===== src/rtl/fcs_pkg.sv =====
package fcs_pkg;
  typedef enum logic [3:0] {
    S_IDLE, S_PDE, S_SRE, S_FSW, S_SRX, S_PDX, S_XP, S_MRS, S_DLLK, S_DONE
  } fcs_state_e;

  localparam logic [2:0] CMD_NOP = 3'b111;
  localparam logic [2:0] CMD_MRS = 3'b000;
endpackage


===== src/rtl/fcs_timer.sv =====
module fcs_timer #(
  parameter int CNT_W = 12
) (
  input  logic             clk,
  input  logic             rst_n,
  input  logic             load,
  input  logic [CNT_W-1:0] load_val,
  output logic             last
);
  logic [CNT_W-1:0] cnt;

  always_ff @(posedge clk) begin
    if (!rst_n)            cnt <= '0;
    else if (load)         cnt <= load_val;
    else if (cnt != '0)    cnt <= cnt - CNT_W'(1);
  end

  // zero and one both end the wait after a single cycle
  assign last = (cnt <= CNT_W'(1));
endmodule


===== src/rtl/fcs_ctrl.sv =====
module fcs_ctrl
  import fcs_pkg::*;
#(
  parameter int CNT_W = 12
) (
  input  logic             clk,
  input  logic             rst_n,
  input  logic             seq_req,
  input  logic             clk_sw_ack,
  input  logic             tmr_last,
  input  logic [CNT_W-1:0] t_aof,
  input  logic [CNT_W-1:0] t_sre,
  input  logic [CNT_W-1:0] t_srx,
  input  logic [CNT_W-1:0] t_xp,
  input  logic [CNT_W-1:0] t_dllk,
  output fcs_state_e       state,
  output logic             tmr_load,
  output logic [CNT_W-1:0] tmr_val
);
  fcs_state_e nxt;

  always_comb begin
    nxt      = state;
    tmr_load = 1'b0;
    tmr_val  = '0;
    unique case (state)
      S_IDLE: if (seq_req)    begin nxt = S_PDE; tmr_load = 1'b1; tmr_val = t_aof; end
      S_PDE:  if (tmr_last)   begin nxt = S_SRE; tmr_load = 1'b1; tmr_val = t_sre; end
      S_SRE:  if (tmr_last)   nxt = S_FSW;
      S_FSW:  if (clk_sw_ack) begin nxt = S_SRX; tmr_load = 1'b1; tmr_val = t_srx; end
      S_SRX:  if (tmr_last)   nxt = S_PDX;
      S_PDX:  begin nxt = S_XP; tmr_load = 1'b1; tmr_val = t_xp; end
      S_XP:   if (tmr_last)   nxt = S_MRS;
      S_MRS:  begin nxt = S_DLLK; tmr_load = 1'b1; tmr_val = t_dllk; end
      S_DLLK: if (tmr_last)   nxt = S_DONE;
      S_DONE: nxt = S_IDLE;
      default: nxt = S_IDLE;
    endcase
  end

  always_ff @(posedge clk) begin
    if (!rst_n) state <= S_IDLE;
    else        state <= nxt;
  end
endmodule


===== src/rtl/fcs_outdec.sv =====
module fcs_outdec
  import fcs_pkg::*;
#(
  parameter int ADDR_W  = 14,
  parameter int DLL_BIT = 8
) (
  input  fcs_state_e        state,
  input  logic              odt_in,
  input  logic [ADDR_W-1:0] mr_base,
  output logic              cke,
  output logic              odt,
  output logic [2:0]        cmd,
  output logic [ADDR_W-1:0] cmd_addr,
  output logic              clk_sw_req,
  output logic              seq_done,
  output logic              cmd_allow
);
  localparam logic [ADDR_W-1:0] DLL_MASK = ADDR_W'(1) << DLL_BIT;

  logic in_pd;
  logic is_mrs;

  assign in_pd      = (state == S_SRE) || (state == S_FSW) || (state == S_SRX);
  assign is_mrs     = (state == S_MRS);
  assign cmd_allow  = (state == S_IDLE);
  assign cke        = !in_pd;
  assign odt        = cmd_allow && odt_in;
  assign cmd        = is_mrs ? CMD_MRS : CMD_NOP;
  assign cmd_addr   = is_mrs ? (mr_base | DLL_MASK) : '0;
  assign clk_sw_req = (state == S_FSW);
  assign seq_done   = (state == S_DONE);
endmodule


===== src/rtl/freq_change_seq.sv =====
module freq_change_seq
  import fcs_pkg::*;
#(
  parameter int CNT_W   = 12,
  parameter int ADDR_W  = 14,
  parameter int DLL_BIT = 8
) (
  input  logic              clk,
  input  logic              rst_n,
  input  logic              seq_req,
  output logic              seq_done,
  output logic              cmd_allow,
  input  logic              odt_in,
  input  logic [CNT_W-1:0]  t_aof,
  input  logic [CNT_W-1:0]  t_sre,
  input  logic [CNT_W-1:0]  t_srx,
  input  logic [CNT_W-1:0]  t_xp,
  input  logic [CNT_W-1:0]  t_dllk,
  input  logic [ADDR_W-1:0] mr_base,
  output logic              clk_sw_req,
  input  logic              clk_sw_ack,
  output logic              cke,
  output logic              odt,
  output logic [2:0]        cmd,
  output logic [ADDR_W-1:0] cmd_addr
);
  fcs_state_e       state;
  logic             tmr_load;
  logic             tmr_last;
  logic [CNT_W-1:0] tmr_val;

  fcs_timer #(.CNT_W(CNT_W)) u_tmr (
    .clk(clk), .rst_n(rst_n), .load(tmr_load), .load_val(tmr_val), .last(tmr_last)
  );

  fcs_ctrl #(.CNT_W(CNT_W)) u_ctrl (
    .clk(clk), .rst_n(rst_n), .seq_req(seq_req), .clk_sw_ack(clk_sw_ack),
    .tmr_last(tmr_last), .t_aof(t_aof), .t_sre(t_sre), .t_srx(t_srx),
    .t_xp(t_xp), .t_dllk(t_dllk), .state(state), .tmr_load(tmr_load),
    .tmr_val(tmr_val)
  );

  fcs_outdec #(.ADDR_W(ADDR_W), .DLL_BIT(DLL_BIT)) u_dec (
    .state(state), .odt_in(odt_in), .mr_base(mr_base), .cke(cke), .odt(odt),
    .cmd(cmd), .cmd_addr(cmd_addr), .clk_sw_req(clk_sw_req),
    .seq_done(seq_done), .cmd_allow(cmd_allow)
  );
endmodule


===== config.mk =====
export PLATFORM = sky130hd
export DESIGN_NAME = freq_change_seq
export DESIGN_NICKNAME = d
export VERILOG_FILES = /design/src/rtl/fcs_pkg.sv /design/src/rtl/fcs_timer.sv /design/src/rtl/fcs_ctrl.sv /design/src/rtl/fcs_outdec.sv /design/src/rtl/freq_change_seq.sv
export SDC_FILE = /design/constraint.sdc
export NUM_CORES = 1
export LEC_CHECK = 0
export BUFFER_PORTS_ARGS = -buffer_cell sky130_fd_sc_hd__buf_2
export CAP_MARGIN = 20
export CORE_ASPECT_RATIO = 0.6
export CORE_UTILIZATION = 44
export CTS_BUF_LIST = sky130_fd_sc_hd__clkbuf_4
export CTS_CLUSTER_SIZE = 10
export DETAILED_ROUTE_END_ITERATION = 10
export PLACE_DENSITY = 0.85
export SYNTH_ARGS = -nofsm -noshare
export SYNTH_HDL_FRONTEND = slang
export SYNTH_SLANG_ARGS = --single-unit

===== constraint.sdc =====
create_clock -name clk -period 3.15 [get_ports clk]
set_clock_uncertainty 0.1 [all_clocks]
set_input_delay 0.1575 -clock clk [delete_from_list [all_inputs] [get_ports clk]]
set_output_delay 0.1575 -clock clk [all_outputs]
set_load 0.01 [all_outputs]

# --- Yosys cells after proc, flatten, opt, wreduce, memory -nomap -nowiden ---
# Index checks and enable logic that the tools add are counted.
op_classes:
  n_addsub: 1
  n_mul: 0
  div_mod_pow: 0
  n_lt_le_gt_ge: 1
  n_eq_ne: 16
  shift: 0
  mux: 20
  bitwise_logic: 0
  n_reduce_logical: 9
op_table:
  columns: ["op", "count"]
  rows:
  - ["$mux W12", 5]
  - ["$pmux W12 S5", 1]
  - ["$pmux W4 S9", 1]
  - ["$mux W4", 7]
  - ["$eq A4 B3 Y1 const B", 4]
  - ["$mux W14", 1]
  - ["$le A12 B1 Y1 const B", 1]
  - ["$ne A2 B2 Y1 const B", 6]
  - ["$reduce_bool A12 Y1", 1]
  - ["$sub A12 B1 Y12 const B", 1]
  - ["$eq A4 B2 Y1 const B", 2]
  - ["$eq A4 B4 Y1 const B", 2]
  - ["$reduce_and A7 Y1", 1]
  - ["$eq A4 B1 Y1 const B", 1]
  - ["$logic_not A4 Y1", 1]
  - ["$pmux W1 S4", 1]
  - ["$mux W1", 3]
  - ["$mux W3", 1]
  - ["$logic_or A1 B1 Y1", 2]
  - ["$ne A2 B1 Y1 const B", 1]
  - ["$reduce_bool A2 Y1", 1]
  - ["$reduce_or A2 Y1", 1]
  - ["$logic_and A1 B1 Y1", 1]
  - ["$logic_not A1 Y1", 1]
totals:
  reg_bits: 16
  latchBits: 0
  ram_bits: 0
  romBits: 0
  in_bits: 79
  out_inout_bits: 22
  wordCells: 49
  n_memories: 0

# --- Longest topological paths before layout ---
# Gate-level depths: netlist of run 1.
depth:
  ltp_word: 4
  ltp_mapped: 9
  ltp_nobuf: 7

# --- By module ---
# Synthesis of run 1 repeated with hierarchy kept, for this count alone.
hier_totals:
  hier_cells: 212
  area_unflattened_um2: 1828.0
by_module_without_submodules:
  columns: ["mod", "instances", "cells_each", "area_per_inst_um2", "seq_area_each_um2"]
  rows:
  - ["fcs_ctrl", 1, 98, 833.3, 80.1]
  - ["fcs_timer", 1, 87, 795.8, 240.2]
  - ["fcs_outdec", 1, 27, 198.9, 0.0]

# --- Least setup slack after synthesis of run 1 ---
# No wires, ideal clock.
synth_timing:
  path_type: "flip-flop to flip-flop"
  from: "register u_tmr.cnt[1]"
  to: "register u_tmr.cnt[10]"
  setup_ns: 0.130
  t_arrival_ns: 2.060
  required_ns: 2.920
  path_slack_ns: 0.859
  path_stages_with_launch: 9
  n_path_buf: 2
  period_less_slack_ns: 2.291
  cell_sequence: "dfxtp_1 -> inv_1 -> ha_1 -> or3b_2 -> buf_2 -> or4_4 -> buf_6 -> o31ai_4 -> a31oi_1"
synth_via:
  elab_chain_len: 4
synth_lines:
  columns: ["element", "line", "text"]
  rows:
  - ["start: declaration", "fcs_timer.sv:10", "logic [CNT_W-1:0] cnt;"]
  - ["start signal: assignment", "fcs_timer.sv:14", "else if (load) cnt <= load_val;"]
  - ["start signal: assignment", "fcs_timer.sv:15", "else if (cnt != '0) cnt <= cnt - CNT_W'(1);"]
  - ["$le A12 B1 Y1", "fcs_timer.sv:19", "assign last = (cnt <= CNT_W'(1));"]
  - ["$mux W12 or $mux W1 (tied branches)", "fcs_ctrl.sv:28", "S_PDE: if (tmr_last) begin nxt = S_SRE; tmr_load = 1'b1; tmr_val = t_sre; end"]
  - ["$pmux W12 S5 or $pmux W1 S4 (tied branches)", "fcs_ctrl.sv:26", "unique case (state)"]
  - ["$mux W12 or $reduce_bool A2 Y1 (tied branches)", null, null]
# Parallel ways exist; a longest one is shown, timed or not. The select of a mux whose other input is x is not followed.
# A chain may end at the register's enable or synchronous reset.

# --- Final worst setup path of run 1 ---
layout_timing:
  from: "register u_tmr.cnt[0]"
  to: "register u_tmr.cnt[5]"
# Same word-level chain as after synthesis.

==> results of run 1 <==
==> sequential cells by signal, indices dropped and copies added (netlist names) <==
| name | count |
|---|---|
| u_ctrl.state | 4 |
| u_tmr.cnt | 12 |
==> per-stage QoR <==
step,setup slack (ns),total power (uW),utilization
2_1_floorplan,0.859,1260,-
3_3_place_gp,0.837,1410,0.604
3_5_place_dp,0.784,1440,0.604
4_1_cts,0.740,1560,0.614
5_1_grt,0.539,1710,0.614
6_report,0.741,1570,0.614
==> synthesized netlist by cell type (all sizes together), types with 2 or more instances <==
cell      n  area share
or4       3       0.017
xor2      7       0.039
nand2    20       0.050
o2bb2ai   2       0.011
or2       3       0.012
buf      10       0.046
nor2     23       0.055
ha        2       0.016
inv       4      0.0096
nor3      9       0.032
clkbuf    9       0.034
mux2i    13       0.083
nor3b     3       0.014
a31oi     8       0.032
or3       2      0.0080
o31ai     2       0.018
dfxtp    16        0.20
xnor2     2       0.011
a221oi   12       0.067
nand3     2      0.0064
and2     16       0.065
a221o     3       0.019
nor4      5       0.030
a21oi     9       0.029
o21ai     3      0.0096
==> where the power goes <==
| group | total, uW | switching [uW] | leakage, uW | internal, uW |
|---|---|---|---|---|
| clock | 115 | 68.9 | 0.0000154 | 46.3 |
| sequential | 413 | 124 | 0.000132 | 288 |
| combinational | 1040 | 573 | 0.000823 | 468 |
| total | 1570 | 766 | 0.000970 | 803 |
==> final timing paths <==
| check | end | slack, ns |
|---|---|---|
| worst min register to register | u_tmr.cnt[11] | 0.51 |
| worst max register to register | u_tmr.cnt[5] | 0.74 |
| worst max-delay path | u_tmr.cnt[5] | 0.74 |
| worst min-delay path | u_tmr.cnt[9] | 0.001 |
==> tightest hold or removal path, stage by stage <==
cell     delay, ns
buf_2         0.10
nand2_1       0.05
a31oi_1       0.07
==> cell families after synthesis <==
kind of cell | count (synthesis)
xor+xnor | 9
buf+inv | 23
flops | 16
compound gates | 47
fa+ha+maj | 2
simple gates | 92
mux | 13
==> final cells by class <==
type	count	area, um^2
Fill cell	332	1280
Multi-Input combinational cell	163	1100
Timing Repair Buffer	102	520
Sequential cell	16	320
Tap cell	45	56.3
Clock buffer	3	22.5
Inverter	4	15.0
Clock inverter	1	3.75
==> layer usage <==
| layer | vias to the layer above | GRT usage |
|---|---|---|
| met4 | 0 | 0.0436 |
| met2 | 80 | 0.357 |
| li1 | 912 | - |
| met1 | 819 | 0.353 |
| met3 | 5 | 0.0374 |
| met5 | - | 0 |
==> placed cells by master (no fill, tap or decap), drive strengths merged, types with 7 or more instances in the layout <==
cell type  synthesis  final
nand2             20     20
nor2              23     23
a21oi              9      9
a31oi              8      8
nor3               9      9
dfxtp             16     16
and2              16     16
xor2               7      7
buf               10    101
a221oi            12     12
mux2i             13     13
==> qor.csv, run 1 <==
metric,value,unit
ys_seq_area_frac,0.205,
holdWs,0.00110,ns
drt_wl_total,4.47,mm
via_per_inst,5.44,
finalCritPeriodShare,0.765,
ff2ff_path_depth,7,
clock-sinks,16,
p_leak,0.000970,uW
antenna_found_initial,0,
holdCritStartpoint,t_aof[9],
cts_max_level,1,
top_layer,met4,
wl_per_cell,13.4,um
syn_inst,202,
crit_path_start_kind,flip-flop,
maxSlewViolCount,0,
synth_seq_cells,16,
required,3.23,ns
synthArstFlopShare,0,
synthAdderAreaFrac,0.0160,
start_util,0.471,
io_pins,101,
syn2layout_area_growth,30.5,%
io_buffers,99,
fp.dieW,79,um
fin_nets,371,
cp_cell_sequence,inv_1 > ha_1 > or3b_2 > or4_4 > nand2_1 > xor2_1 > o22ai_1,
synth-simple-area-share,0.324,
cp.depth,7,
grt_pass1_wl,6.78,mm
wl_met2,1.92,mm
crit_slowest_cell,or4_4,
track_usage,0.235,
cp_max_fo,7,
setup_tns,0,ns
postCtsSetupBuffers,0,
cp.arrival,2.49,ns
synth-edff-count,0,
cts_tree,built,
fmax,415,MHz
max_stage_delay,0.59,ns
synth-xor-area-share,0.0504,
critical-path-top-delay-family,simple AND/OR/NAND/NOR gates,
r2r_start,u_tmr.cnt[0],
endpoint_kind,flip-flop,
clockRootBuffer,clkbuf_4,
dpl.hpwl,3.62,mm
peakVddDrop,0.345,mV
wl_met1,2.18,mm
rows,16,
synthMuxAreaShare,0.0831,
maxCapViolCount,0,
syn_area,1570,um^2
fin_cells,334,
route.detailed.drc,0,
p_per_area,768,nW/um^2
crit_buf_inv,1,
tightest_slew,0.769,ns
clk_path_buf_depth,2,
synth_area_per_cell,7.75,um^2
num_vias,1816,
synth_fp_nets,283,
fp.coreArea,3320,um^2
synth-compound-area-share,0.232,
setup_viol,0,
place_inst,329,
cts_buffers,3,
ys_types,50,
route.met3.wl,341,um
rsz0062_at_grt,no,
gr-total-overflow,0,
maxSlewHeadroom,0.487,
diodes,0,
ys.warnings.count,0,
ctsHoldBuffers,1,
grt_pass1_vias,1465,
dieArea,3810,um^2
hold_path_class,input port to flip-flop,
clkLatencyLatePin,0.31,ns
min_period,2.41,ns
grt_max_degree,21,
stdcell_area,2040,um^2
first_pass_iters,4,
finalWeightedCongestion,0.881,
drive_gt1_frac,0.405,
final-hold-violation-count,0,
die_h,48.2,um
ys.flop_type,dfxtp_1,
critical_path_class,flip-flop to flip-flop,
startpoint,u_tmr.cnt[0],
ant_nets,0,
hold-path-cell-count,3,
drtIter0Drc,252,
cts-resized-gates,0,
dpl_cell_area,2010,um^2
cts.clk_slew.worst_paths,0.10,ns
synth_top_family_by_area,simple AND/OR/NAND/NOR gates,
status,"complete, no violations",
(Power assumes the default switching activity.)
==> run 2, diff against run 1 <==
clock period = 2.5 ns   (was 3.15 ns; I/O delays follow)
==> run 2 against run 1 <==
- design area is 5.0% higher
- clock power is 29% higher
- cell count is 3.3% higher
- global-route usage is 1.2 points higher
- count of clock-buffer cells in the layout stayed put
- critical path type unchanged
- critical endpoint is now u_tmr.cnt[6]
- largest power group unchanged
==> qor.csv, run 2 (synthesis gave the netlist of run 1 again) <==
metric,value,unit,change
status,"complete, no violations",,unchanged
dieArea,3810,um^2,unchanged
registers.top_by_ff_count,u_tmr.cnt,,unchanged
critical-path-top-delay-family,simple AND/OR/NAND/NOR gates,,unchanged
grt_pass1_vias,1469,,was 1465
die_h,48.2,um,unchanged
mostFrequentLayoutCell,buf_2,,unchanged
dpl_cell_area,2040,um^2,was 2010 um^2
ff_latch_area,320,um^2,unchanged
nFillCells,276,,was 332
max_stage_delay,0.57,ns,was 0.59 ns
top_layer,met4,,unchanged
clockRootBuffer,clkbuf_4,,unchanged
cp_max_fo,6,,was 7
r2r_start,u_tmr.cnt[0],,unchanged
maxCapViolCount,0,,unchanged
crit_slowest_cell,or4_4,,unchanged
multi_input_area,1110,um^2,was 1100 um^2
critical_path_class,flip-flop to flip-flop,,unchanged
fp.coreArea,3320,um^2,unchanged
hold_path_class,input port to flip-flop,,unchanged
drt_wl_total,4.92,mm,was 4.47 mm
p_per_area,969,nW/um^2,was 768 nW/um^2
gr-total-overflow,0,,unchanged
wl_met1,2.17,mm,was 2.18 mm
fin_nets,382,,was 371
p_leak,0.00102,uW,was 0.000970 uW
maxSlewHeadroom,0.532,,was 0.487
postCtsSetupBuffers,0,,unchanged
track_usage,0.246,,was 0.235
cts.clk_slew.worst_paths,0.10,ns,about the same
grt_pass1_wl,7.06,mm,was 6.78 mm
wl_per_cell,14.3,um,was 13.4 um
clkLatencyLatePin,0.30,ns,was 0.31 ns
crit_path_start_kind,flip-flop,,unchanged
maxSlewViolCount,0,,unchanged
holdCritStartpoint,t_aof[1],,was t_aof[9]
tightest_slew,0.696,ns,was 0.769 ns
holdWs,0.00145,ns,was 0.00110 ns
required,2.57,ns,was 3.23 ns
largest_registers,"u_tmr.cnt x12, u_ctrl.state x4",,unchanged
diodes,0,,unchanged
rows,16,,unchanged
final_cell_mix,"buf_2, nor2_1, nand2_1, dfxtp_1, and2_1",,unchanged
cp_cell_sequence,inv_1 > ha_1 > or3b_2 > or4_4 > o31ai_4 > a31oi_1,,was inv_1 > ha_1 > or3b_2 > or4_4 > nand2_1 > xor2_1 > o22ai_1
startpoint,u_tmr.cnt[0],,unchanged
wl_met2,2.19,mm,was 1.92 mm
drtIter0Drc,132,,was 252
setup_tns,0,ns,unchanged
cp.arrival,2.42,ns,was 2.49 ns
num_vias,1950,,was 1816
grt_max_degree,23,,was 21
first_pass_iters,4,,unchanged
cts_buffers,3,,unchanged
largest_register_ffs,12,,unchanged
fp.dieW,79,um,unchanged
clock-sinks,16,,unchanged
dpl.hpwl,3.75,mm,was 3.62 mm
cts_max_level,1,,unchanged
min_period,2.35,ns,was 2.41 ns
stdcell_area,2140,um^2,was 2040 um^2
crit_buf_inv,1,,unchanged
fmax,426,MHz,was 415 MHz
io_buffers,99,,unchanged
finalWeightedCongestion,0.904,,was 0.881
endpoint_kind,flip-flop,,unchanged
setup_viol,0,,unchanged
route.met3.wl,477,um,was 341 um
syn2layout_area_growth,37.0,%,was 30.5%
finalCritPeriodShare,0.939,,was 0.765
route.detailed.drc,0,,unchanged
start_util,0.471,,unchanged
ant_nets,0,,unchanged
clk_path_buf_depth,2,,unchanged
via_per_inst,5.65,,was 5.44
peakVddDrop,0.474,mV,was 0.345 mV
rsz0062_at_grt,no,,unchanged
drive_gt1_frac,0.410,,was 0.405
antenna_found_initial,0,,unchanged
cts_tree,built,,unchanged
io_pins,101,,unchanged
final-hold-violation-count,0,,unchanged
[run 2: cell count changes in the layout (fill, tap and decap cells not counted), sizes merged]
| cell | before | now |
|---|---|---|
| buf | 101 | 106 |
| dlygate4sd3 | 1 | 7 |
[run 2: repair_timing]
| action | 4_1_cts | 5_1_grt |
|---|---|---|
| endpoints found under the hold margin | 7 | 0 |
| hold buffers | 7 | 0 |
| setup endpoints to repair | 0 | 3 |
| resized for setup | 0 | 2 |
[run 2: metal layers]
metal  vias to the layer above  GRT usage
met4                         0     0.0945
met2                       131      0.383
li1                        933          -
met5                         -          0
met1                       872      0.342
met3                        14     0.0523
[run 2: final timing paths]
path / end / slack [ns] / depth (start not counted)
max: u_tmr.cnt[6] / 0.15 / 6
min: u_tmr.cnt[1] / 0.001 / 3
max reg2reg: u_tmr.cnt[6] / 0.15 / 6
min reg2reg: u_tmr.cnt[11] / 0.53 / 3
[run 2: worst reg2reg max path, delay by kind of cell, from the launching register on]
family | cells | cell delay, ns
DFF | 1 | 0.37
adders and majority gates | 1 | 0.19
and+or+nand+nor | 2 | 1.06
buffers and inverters | 1 | 0.07
AOI/OAI and AO/OA | 2 | 0.42
[run 2: area by class of cell]
cell class | count | share of cell area
multi-input combinational | 163 | 0.517
timing repair buffer | 113 | 0.288
sequential | 16 | 0.149
tap | 45 | 0.0263
clock buffer | 3 | 0.0105
inverter | 4 | 0.00700
clock inverter | 1 | 0.00175
[run 2: power breakdown]
part | internal (uW) | total, uW | switching, uW
logic | 634 | 1430 | 792
clock network | 58.2 | 148 | 89.6
registers | 364 | 505 | 142
[run 2: metrics by stage]
step,utilization,worst slack (ns),power [uW],cells
final,0.645,0.153,2080,345
after global routing,0.645,0.0386,2230,345
after CTS,0.644,0.175,2020,345
after detailed placement,0.615,0.202,1860,334
after global placement,0.615,0.262,1820,334
after floorplan,-,0.209,1580,202
